**config.mk**
```make
export PLATFORM = sky130hd
export DESIGN_NAME = pwm_chan_top
export DESIGN_NICKNAME = d
export VERILOG_FILES = /design/src/rtl/pwm_chan_pkg.sv /design/src/rtl/pwm_chan_regs.sv /design/src/rtl/pwm_chan_tickgen.sv /design/src/rtl/pwm_chan_core.sv /design/src/rtl/pwm_chan_top.sv
export SDC_FILE = /design/constraint.sdc
export NUM_CORES = 1
export LEC_CHECK = 0
export ABC_AREA = 1
export ABC_CLOCK_PERIOD_IN_PS = 2450
export BUFFER_PORTS_ARGS = -buffer_cell sky130_fd_sc_hd__buf_2
export CAP_MARGIN = 40
export CORE_AREA = 2 2 115 106
export CTS_CLUSTER_DIAMETER = 200
export DETAILED_ROUTE_END_ITERATION = 10
export DIE_AREA = 0 0 117 108
export GPL_TIMING_DRIVEN = 1
export MAX_ROUTING_LAYER = met4
export PLACE_DENSITY_LB_ADDON = 0.12
export SLEW_MARGIN = 20
export SYNTH_ARGS = -nofsm -noshare
export SYNTH_HDL_FRONTEND = slang
export SYNTH_SLANG_ARGS = --single-unit
```
**constraint.sdc**
```tcl
create_clock -name clk -period 2.45 [get_ports clk]
set_input_delay 0.1225 -clock clk [delete_from_list [all_inputs] [get_ports clk]]
set_output_delay 0.1225 -clock clk [all_outputs]
set_load 0.01 [all_outputs]
```
**src/rtl/pwm_chan_pkg.sv**
```systemverilog
// Shared constants for the PWM channel: the fixed register address map and
// the bit positions of the control word. Assumes a 3-bit register address.
package pwm_chan_pkg;
    localparam int ADDR_W = 3;

    localparam logic [ADDR_W-1:0] A_CFG  = 3'd0;
    localparam logic [ADDR_W-1:0] A_CTRL = 3'd1;
    localparam logic [ADDR_W-1:0] A_CNTB = 3'd2;
    localparam logic [ADDR_W-1:0] A_CMPB = 3'd3;
    localparam logic [ADDR_W-1:0] A_OBS  = 3'd4;

    localparam int CTL_RUN = 0;
    localparam int CTL_UPD = 1;
    localparam int CTL_ARL = 2;
    localparam int CTL_IEN = 3;

    typedef struct packed {
        logic ien;
        logic arl;
        logic run;
    } ctrl_t;
endpackage

```
**src/rtl/pwm_chan_regs.sv**
```systemverilog
// Register file of the channel. It holds the clock configuration, the
// control bits and the two buffers, issues the one-cycle manual-update
// strobe and multiplexes the read data. Assumes that DATA_W covers
// both the counter width and the prescaler plus select fields.
module pwm_chan_regs
    import pwm_chan_pkg::*;
#(
    parameter int CNT_W  = 16,
    parameter int PRE_W  = 8,
    parameter int SEL_W  = 2,
    parameter int DATA_W = 16
) (
    input  logic              clk,
    input  logic              rst_n,
    input  logic              wr_en,
    input  logic              rd_en,
    input  logic [ADDR_W-1:0] addr,
    input  logic [DATA_W-1:0] wdata,
    input  logic [CNT_W-1:0]  live_cnt,
    output logic [DATA_W-1:0] rdata,
    output logic [PRE_W-1:0]  pre_val,
    output logic [SEL_W-1:0]  div_sel,
    output ctrl_t             ctrl,
    output logic              upd,
    output logic [CNT_W-1:0]  cnt_buf,
    output logic [CNT_W-1:0]  cmp_buf
);
    localparam int CFG_W = PRE_W + SEL_W;

    // Manual update: a command bit of a control write, never stored
    assign upd = wr_en && (addr == A_CTRL) && wdata[CTL_UPD];

    // Register writes, one location per cycle
    always_ff @(posedge clk) begin
        if (!rst_n) begin
            pre_val <= '0;
            div_sel <= '0;
            ctrl    <= '0;
            cnt_buf <= '0;
            cmp_buf <= '0;
        end else if (wr_en) begin
            case (addr)
                A_CFG: begin
                    pre_val <= wdata[PRE_W-1:0];
                    div_sel <= wdata[PRE_W +: SEL_W];
                end
                A_CTRL: begin
                    ctrl.run <= wdata[CTL_RUN];
                    ctrl.arl <= wdata[CTL_ARL];
                    ctrl.ien <= wdata[CTL_IEN];
                end
                A_CNTB:  cnt_buf <= wdata[CNT_W-1:0];
                A_CMPB:  cmp_buf <= wdata[CNT_W-1:0];
                default: ;
            endcase
        end
    end

    // Read multiplexer, zero when no read is strobed
    always_comb begin
        rdata = '0;
        if (rd_en) begin
            case (addr)
                A_CFG:   rdata = DATA_W'({div_sel, pre_val});
                A_CTRL:  rdata = DATA_W'({ctrl.ien, ctrl.arl, 1'b0, ctrl.run});
                A_CNTB:  rdata = DATA_W'(cnt_buf);
                A_CMPB:  rdata = DATA_W'(cmp_buf);
                A_OBS:   rdata = DATA_W'(live_cnt);
                default: rdata = '0;
            endcase
        end
    end

    // Elaboration check of the width assumptions
    if (DATA_W < CNT_W || DATA_W < CFG_W) begin : g_width_bad
        initial $error("pwm_chan_regs: DATA_W too narrow");
    end
endmodule

```
**src/rtl/pwm_chan_tickgen.sv**
```systemverilog
// Tick generator: an (P+1) prescaler followed by a divide-by-(2<<S) stage.
// Emits a one-cycle tick every (P+1)*(2<<S) cycles while run is high.
// Both counters clear while stopped, so the first tick after a start
// arrives one full period later. Assumes SEL_W selects at most 2**SEL_W.
module pwm_chan_tickgen #(
    parameter int PRE_W = 8,
    parameter int SEL_W = 2
) (
    input  logic             clk,
    input  logic             rst_n,
    input  logic             run,
    input  logic [PRE_W-1:0] pre_val,
    input  logic [SEL_W-1:0] div_sel,
    output logic             tick
);
    localparam int DIV_W = 1 << SEL_W;

    logic [PRE_W-1:0] pre_cnt;
    logic [DIV_W-1:0] div_cnt;
    logic [DIV_W:0]   div_span;
    logic [DIV_W-1:0] div_last;
    logic             pre_hit;
    logic             div_hit;

    // Divider length 2<<S, and its terminal count
    assign div_span = (DIV_W+1)'(2) << div_sel;
    assign div_last = div_span[DIV_W-1:0] - DIV_W'(1);

    // Terminal detection; >= recovers from a configuration shrink mid-run
    assign pre_hit = (pre_cnt >= pre_val);
    assign div_hit = (div_cnt >= div_last);
    assign tick    = run && pre_hit && div_hit;

    // Prescaler and divider counters, held clear while stopped
    always_ff @(posedge clk) begin
        if (!rst_n || !run) begin
            pre_cnt <= '0;
            div_cnt <= '0;
        end else if (pre_hit) begin
            pre_cnt <= '0;
            div_cnt <= div_hit ? '0 : div_cnt + DIV_W'(1);
        end else begin
            pre_cnt <= pre_cnt + PRE_W'(1);
        end
    end
endmodule

```
**src/rtl/pwm_chan_core.sv**
```systemverilog
// Working counter, working compare register, PWM level and interrupt pulse.
// A manual update loads both buffers and takes priority over a tick.
// On a tick the counter decrements; at zero it reloads when auto-reload
// is set and otherwise holds. Assumes ticks are at least two cycles apart.
module pwm_chan_core #(
    parameter int CNT_W = 16
) (
    input  logic             clk,
    input  logic             rst_n,
    input  logic             tick,
    input  logic             upd,
    input  logic             arl,
    input  logic             ien,
    input  logic [CNT_W-1:0] cnt_buf,
    input  logic [CNT_W-1:0] cmp_buf,
    output logic [CNT_W-1:0] cnt,
    output logic             pwm_out,
    output logic             irq
);
    logic [CNT_W-1:0] cmp;
    logic [CNT_W-1:0] cnt_dec;
    logic             at_zero;
    logic             last_step;

    assign cnt_dec   = cnt - CNT_W'(1);
    assign at_zero   = (cnt == '0);
    assign last_step = (cnt == CNT_W'(1));

    // Counter, compare and output level sequencing
    always_ff @(posedge clk) begin
        if (!rst_n) begin
            cnt     <= '0;
            cmp     <= '0;
            pwm_out <= 1'b0;
        end else if (upd) begin
            cnt     <= cnt_buf;
            cmp     <= cmp_buf;
            pwm_out <= 1'b0;
        end else if (tick) begin
            if (at_zero) begin
                if (arl) begin
                    cnt     <= cnt_buf;
                    cmp     <= cmp_buf;
                    pwm_out <= 1'b0;
                end
            end else begin
                cnt <= cnt_dec;
                if (cnt_dec == cmp) begin
                    pwm_out <= 1'b1;
                end
            end
        end
    end

    // One-cycle interrupt on the 1 -> 0 step
    always_ff @(posedge clk) begin
        if (!rst_n) begin
            irq <= 1'b0;
        end else begin
            irq <= !upd && tick && last_step && ien;
        end
    end
endmodule

```
**src/rtl/pwm_chan_top.sv**
```systemverilog
// Top of the PWM channel: register file, tick generator and counting core.
// Assumes a single writer issuing at most one register access per cycle.
module pwm_chan_top
    import pwm_chan_pkg::*;
#(
    parameter int CNT_W  = 16,
    parameter int PRE_W  = 8,
    parameter int SEL_W  = 2,
    parameter int DATA_W = 16
) (
    input  logic              clk,
    input  logic              rst_n,
    input  logic              wr_en,
    input  logic              rd_en,
    input  logic [2:0]        addr,
    input  logic [DATA_W-1:0] wdata,
    output logic [DATA_W-1:0] rdata,
    output logic              pwm_out,
    output logic              irq
);
    logic [PRE_W-1:0] pre_val;
    logic [SEL_W-1:0] div_sel;
    ctrl_t            ctrl;
    logic             upd;
    logic [CNT_W-1:0] cnt_buf;
    logic [CNT_W-1:0] cmp_buf;
    logic [CNT_W-1:0] live_cnt;
    logic             tick;
    logic             run_q;
    logic             arl_q;

    assign run_q = ctrl.run;
    assign arl_q = ctrl.arl;

    pwm_chan_regs #(
        .CNT_W(CNT_W), .PRE_W(PRE_W), .SEL_W(SEL_W), .DATA_W(DATA_W)
    ) u_regs (
        .clk(clk), .rst_n(rst_n), .wr_en(wr_en), .rd_en(rd_en),
        .addr(addr), .wdata(wdata), .live_cnt(live_cnt), .rdata(rdata),
        .pre_val(pre_val), .div_sel(div_sel), .ctrl(ctrl), .upd(upd),
        .cnt_buf(cnt_buf), .cmp_buf(cmp_buf)
    );

    pwm_chan_tickgen #(
        .PRE_W(PRE_W), .SEL_W(SEL_W)
    ) u_tick (
        .clk(clk), .rst_n(rst_n), .run(run_q),
        .pre_val(pre_val), .div_sel(div_sel), .tick(tick)
    );

    pwm_chan_core #(
        .CNT_W(CNT_W)
    ) u_core (
        .clk(clk), .rst_n(rst_n), .tick(tick), .upd(upd),
        .arl(arl_q), .ien(ctrl.ien), .cnt_buf(cnt_buf), .cmp_buf(cmp_buf),
        .cnt(live_cnt), .pwm_out(pwm_out), .irq(irq)
    );
endmodule

```
==> impl_metrics.csv, run 1 <==
group,metric,value,unit
setup_path,required,2.69,ns
clock_network,insertion_delay,0.35,ns
die,die_y,108,µm
sta,final-setup-viol-count,0,
clock_network,cts_tree,"done",
sta,slew_headroom,44.2,%
die,fp.dieW,117,µm
power_and_ir_drop,ir_drop,0.420,mV
run_status,outcome,"complete, no violations",
synthesis,synth_cell_types,38,
clock_network,clock_path_buffers,2,
die,core,11300,µm²
min_path,whs_path_depth,3,
setup_path,r2r-end,"u_core.cnt[15]",
clock_network,htree_num_levels,3,
synthesis,syn_nets,774,
place,place.gp.congestion,0.938,
routing,drc,0,
grt,grt_use_total,26.1,%
die,initial_core_util,44.3,%
grt,grt_pass1_wl,24.3,mm
sta,slew_violations,0,
setup_path,start_kind,"flop",
setup_path,end_kind,"flop",
grt,overflow,0,
min_path,whs_endpoint,"u_regs.cnt_buf[10]",
synthesis,syn_area,5020,µm²
sta,fmax,449,MHz
cells_and_area,mostFrequentLayoutCell,"nand2_1",
synthesis,ys_ff_latch,91,
cells_and_area,antenna_cells,0,
cells_and_area,syn2layout_area_growth,14.7,%
place,port_buffers,40,
grt,grt_antenna_before_repair,0,
cells_and_area,nets,812,
sta,fin_worst_skew,0.00516,ns
setup_path,reg2reg_from,"u_regs.pre_val[5]",
routing,firstDrtPassIters,6,
setup_path,r2r_slack,0.22,ns
clock_network,cts_buffers,9,
die,die-area,12600,µm²
place,dp_slack,0.131,ns
routing,vias,5052,
synthesis,synth_seq_area_share,36.3,%
sta,whs,0.0224,ns
setup_path,crit_type,"reg2reg",
sta,worst_pin_slew,0.836,ns
routing,vias_per_cell,5.40,
die,num_rows,37,
grt,grt_max_degree,33,
routing,ant_nets,0,
clock_network,clk_pin_slew,0.07,ns
clock_network,root_buffer,"clkbuf_16",
clock_network,clock-sinks,91,
sta,finalCritPeriodShare,90.9,%
synthesis,syn_inst,736,
cells_and_area,final_cell_mix,"nand2_1 (148), inv_1 (92), dfxtp_1 (91)",
routing,avgRoutedWirePerCell,16.3,µm
grt,grt_pass1_vias,4717,
sta,hold_viol_final,0,
setup_path,reg2reg_depth,13,
synthesis,yosys_warnings,0,
place,dp_hpwl,11.4,mm
synthesis,syn_area_per_cell,6.83,µm²
power_and_ir_drop,p_leak,2.40,nW
min_path,min_path_type,"in2reg",
sta,rsz0062_at_grt,"yes",
setup_path,cp_max_fo,22,
setup_path,cp_data_arrival_time,2.47,ns
min_path,hold_path.startpoint,"wdata[10]",
die,num_io_pins,41,
cells_and_area,drive_gt1_share,12.7,%
routing,postRouteWirelength,15.3,mm
sta,period_needed,2.23,ns
run,drv_cap,0,
routing,dr.first_iter.drc_count,462,
power_and_ir_drop,power_density,640,nW/µm²
sta,setup_ws,0.223,ns
-- how the worst max path moves through the flow --
stage                       from              to  slack (ns)
2_1_floorplan  u_regs.pre_val[5]   u_core.cnt[0]        0.57
3_3_place_gp   u_regs.pre_val[7]  u_core.cmp[10]        0.17
3_5_place_dp   u_regs.pre_val[7]  u_core.cmp[10]        0.13
4_1_cts        u_regs.pre_val[7]  u_core.cmp[10]        0.11
6_report       u_regs.pre_val[5]  u_core.cnt[15]        0.22
5_1_grt        u_regs.pre_val[5]   u_core.cnt[7]      -0.004
-- power by group --
part / internal, W / switching [W]
logic: 0.000143 / 0.000308
registers: 0.00151 / 0.0000244
clock network: 0.00110 / 0.000607
-- final cells by class --
| type | count | area [µm²] |
|---|---|---|
| fill | 1140 | 5580 |
| clock buffer | 9 | 225 |
| sequential | 91 | 1820 |
| clock inverter | 7 | 139 |
| inverter | 98 | 375 |
| timing repair buffer | 57 | 335 |
| tap | 156 | 195 |
| multi-input combinational | 517 | 2670 |
-- critical path: stages (launching register included) --
cell and delay, ns:
dfxtp_1 0.33, inv_1 0.06, ha_1 0.30, a21oi_1 0.16
nor2_1 0.07, a211oi_2 0.18, nand3_2 0.22, nand2_2 0.17
nor2_4 0.06, o21ai_4 0.06, buf_4 0.28, nand3_1 0.12
nand2_1 0.08, nor2_1 0.04
-- metrics by stage --
step	std cells	utilization, %	setup TNS, ns	power (W)	cell area [µm²]
2_1_floorplan	736	-	0	0.00188	5020
3_3_place_gp	914	47.1	0	0.00200	5350
3_5_place_dp	914	47.1	0	0.00201	5350
4_1_cts	930	50.4	0	0.00371	5710
5_1_grt	935	50.8	-0.00630	0.00385	5770
6_report	935	50.8	0	0.00369	5770
-- Yosys cell counts, drive strengths merged --
cell / n / area share [%]
buf: 11 / 1.8
clkinv: 1 / 0.075
nor3b: 3 / 0.45
nand4: 8 / 1.3
nor4: 1 / 0.12
xor2: 9 / 1.6
nand2: 152 / 12
nor3: 4 / 0.50
inv: 97 / 7.4
nor2: 84 / 7.3
a221oi: 10 / 1.7
dfxtp: 91 / 36
a211oi: 1 / 0.25
and3: 1 / 0.12
nand3b: 1 / 0.15
o22ai: 17 / 2.1
clkbuf: 19 / 1.4
ha: 15 / 3.7
nand3: 59 / 6.4
a21oi: 90 / 9.0
a31oi: 1 / 0.12
o21ai: 61 / 6.3
-- flip-flops by register name, indices dropped and copies added (netlist names) --
name	cells
u_regs.cnt_buf	16
u_tick.div_cnt	4
u_core.cmp	16
u_core.irq	1
u_regs.ctrl	3
u_regs.cmp_buf	16
u_regs.pre_val	8
u_regs.div_sel	2
u_core.pwm_out	1
u_core.cnt	16
u_tick.pre_cnt	8
-- routing by layer --
metal / share of wire [%] / vias to the layer above / track usage [%]
met5: 0 / - / -
met4: 2.0 / 0 / 7.14
met3: 5.8 / 21 / 4.88
met2: 49 / 182 / 42.9
met1: 44 / 2351 / 32.8
li1: - / 2498 / -
-- what timing repair did --
action | CTS | global route
setup buffers | 0 | 4
endpoints found under the setup margin | 0 | 18
hold buffers | 0 | 0
resized for setup | 0 | 1
-- kinds of logic after synthesis --
family          count (synthesis)  share of synthesized area, %
buf+inv                       128                          10.7
flops                          91                          36.3
fa+ha+maj                      15                          3.74
simple gates                  313                          28.2
xor+xnor                        9                          1.57
compound gates                180                          19.6
Note: power is estimated with default switching activity, not from simulation.
==> run 2, diff against run 1 <==
--- a/config.mk
+++ b/config.mk
@@ -9,10 +9,10 @@
 export ABC_CLOCK_PERIOD_IN_PS = 2450
 export BUFFER_PORTS_ARGS = -buffer_cell sky130_fd_sc_hd__buf_2
 export CAP_MARGIN = 40
-export CORE_AREA = 2 2 115 106
+export CORE_AREA = 2 2 100 92
 export CTS_CLUSTER_DIAMETER = 200
 export DETAILED_ROUTE_END_ITERATION = 10
-export DIE_AREA = 0 0 117 108
+export DIE_AREA = 0 0 102 94
 export GPL_TIMING_DRIVEN = 1
 export MAX_ROUTING_LAYER = met4
 export PLACE_DENSITY_LB_ADDON = 0.12
==> run 2 against run 1 <==
Net effect:
- sequential share of layout area increased by 0.80 points
- count of clock-buffer cells in the layout increased by 3
- total power decreased by 17%
- final cell count decreased by 3.4%
- global-route usage increased by 6.7 points
- critical path type unchanged
- sequential power about the same
- maximum frequency increased by 0.88%
- highest routed layer unchanged
- hold slack got worse by 0.012 ns
- combinational power about the same
- largest cell class unchanged
- largest power group is now registers
- worst setup slack improved by 0.019 ns
==> impl_metrics.csv, run 2 (synthesis gave the netlist of run 1 again) <==
group,metric,value,unit
run_status,outcome,"complete, no violations",
setup_path,start_kind,"flop",
sta,rsz0062_at_grt,"no",
setup_path,crit_path_cell_trace,"inv_1 -> ha_1 -> nand2_1 -> nor2_2 -> nand4_1 -> nand3_2 -> nand2_2 -> nor2_4 -> nand3_4 -> nand2_8 -> nand2_1 -> a21oi_1",
run,drv_cap,0,
setup_path,crit_buf_inv,1,
sta,totalNegativeSetupSlack,0,ns
clock_network,insertion_delay,0.38,ns
sta,finalCritPeriodShare,90.1,%
sta,worst_pin_slew,0.592,ns
power_and_ir_drop,p_sw_share,28.2,%
setup_path,reg2reg_from,"u_regs.pre_val[7]",
cells_and_area,drive_gt1_share,13.3,%
clock_network,clk_pin_slew,0.09,ns
power_and_ir_drop,total_power,0.00307,W
routing,vias,5112,
grt,grt_pass1_vias,4808,
sta,slew_headroom,60.4,%
power_and_ir_drop,seqPwrFrac,49.9,%
die,num_io_pins,41,
min_path,hold_path.startpoint,"wdata[6]",
die,num_rows,32,
routing,postRouteWirelength,14.5,mm
cells_and_area,mostFrequentLayoutCell,"nand2_1",
cells_and_area,final_cell_mix,"nand2_1 (147), inv_1 (92), dfxtp_1 (91)",
min_path,min_path_type,"in2reg",
power_and_ir_drop,pwr-share-clk,35.5,%
setup_path,crit_slowest_cell,"dfxtp_1",
cells_and_area,antenna_cells,0,
power_and_ir_drop,power_density,546,nW/µm²
power_and_ir_drop,ir_drop,0.339,mV
grt,grt_use_total,32.8,%
sta,slew_violations,0,
setup_path,cp_data_arrival_time,2.53,ns
die,fp.dieW,102,µm
die,die_y,94,µm
setup_path,slowest_delay,0.35,ns
sta,fmax,453,MHz
cells_and_area,syn2layout_area_growth,11.9,%
grt,grt_antenna_before_repair,0,
setup_path,cp_top_family,"simple AND/OR/NAND/NOR gates",
grt,grt_pass1_wl,23.3,mm
power_and_ir_drop,comb_power_share,14.6,%
setup_path,startpoint,"u_regs.pre_val[7]",
routing,avgRoutedWirePerCell,16.0,µm
routing,ant_nets,0,
routing,firstDrtPassIters,5,
clock_network,root_buffer,"clkbuf_8",
place,place.gp.congestion,0.941,
die,initial_core_util,59.2,%
power_and_ir_drop,p_switching,0.000867,W
cells_and_area,finalInstanceArea,5620,µm²
setup_path,end_kind,"flop",
sta,period_needed,2.21,ns
clock_network,clock-sinks,91,
setup_path,required,2.77,ns
power_and_ir_drop,p_int,0.00220,W
grt,overflow,0,
clock_network,htree_num_levels,3,
routing,dr.first_iter.drc_count,372,
routing,drc,0,
place,dp_hpwl,11.0,mm
setup_path,path_common_cell,"nand2_1",
setup_path,cp_max_fo,16,
clock_network,clock_path_buffers,2,
die,core,8490,µm²
grt,grt_max_degree,34,
sta,final-setup-viol-count,0,
setup_path,crit_type,"reg2reg",
sta,hold_viol_final,0,
routing,vias_per_cell,5.66,
clock_network,cts_tree,"done",
power_and_ir_drop,p_leak,2.35,nW
sta,fin_worst_skew,0.0142,ns
place,postPlaceCellArea,5310,µm²
die,die-area,9590,µm²
cells_and_area,nets,817,
place,port_buffers,40,
clock_network,cts_buffers,9,
run 2: changes by cell type in the layout (fill, tap and decap cells not counted):
cell and change:
nand2_2 +1, buf_4 +3, clkbuf_16 -9, clkinvlp_4 +1, inv_6 -1, clkbuf_8 +12, dlygate4sd3_1 +1, nand2_1 -1
bufinv_16 -3, buf_12 +1
run 2: worst paths after layout:
check / endpoint / slack, ns / cells after the start
worst max-delay path: u_core.cmp[14] / 0.24 / 12
worst min-delay path: u_regs.cnt_buf[6] / 0.01 / 3
worst max register to register: u_core.cmp[14] / 0.24 / 12
worst min register to register: u_core.cmp[8] / 0.46 / 2
run 2: what timing repair did:
action | in CTS | in global routing
gates resized for setup | 0 | 2
hold endpoints to repair | 1 | 0
buffers inserted | 0 | 7
hold buffers | 1 | 0
endpoints found under the setup margin | 0 | 18
run 2: metal layers:
layer | global-route usage, % | vias up | part of all wire [%]
met5 | - | - | 0
met4 | 13.2 | 0 | 3.2
met3 | 7.44 | 36 | 7.8
met2 | 52.2 | 206 | 48
met1 | 40.3 | 2350 | 41
li1 | - | 2520 | -
run 2: final cells by class:
cell class,instances,area (µm²)
Tap cell,119,149
Multi-Input combinational cell,517,2680
Clock inverter,4,47.5
Fill cell,784,2870
Sequential cell,91,1820
Timing Repair Buffer,62,388
Inverter,98,375
Clock buffer,12,165
run 2: metrics by stage:
| step | hold WS (ns) | instances | setup WS (ns) | utilization [%] |
|---|---|---|---|---|
| floorplan | 0.257 | 736 | 0.572 | - |
| global route | 0.0126 | 903 | 0.00591 | 66.2 |
| global placement | 0.363 | 878 | 0.259 | 62.5 |
| finish | 0.0105 | 903 | 0.243 | 66.2 |
| CTS | 0.00514 | 895 | 0.154 | 65.2 |
| detailed placement | 0.379 | 878 | 0.194 | 62.5 |
run 2: tightest hold or removal path: stages:
cell and delay, ns:
buf_2 0.11, nor2_1 0.05, nor2_1 0.08
run 2: power by group through the flow:
stage	logic, W	clock network [W]	registers [W]
4_1_cts	0.000441	0.00111	0.00153
3_5_place_dp	0.000437	0	0.00157
6_report	0.000448	0.00109	0.00153
2_1_floorplan	0.000323	0	0.00156
3_3_place_gp	0.000427	0	0.00157
5_1_grt	0.000503	0.00117	0.00154
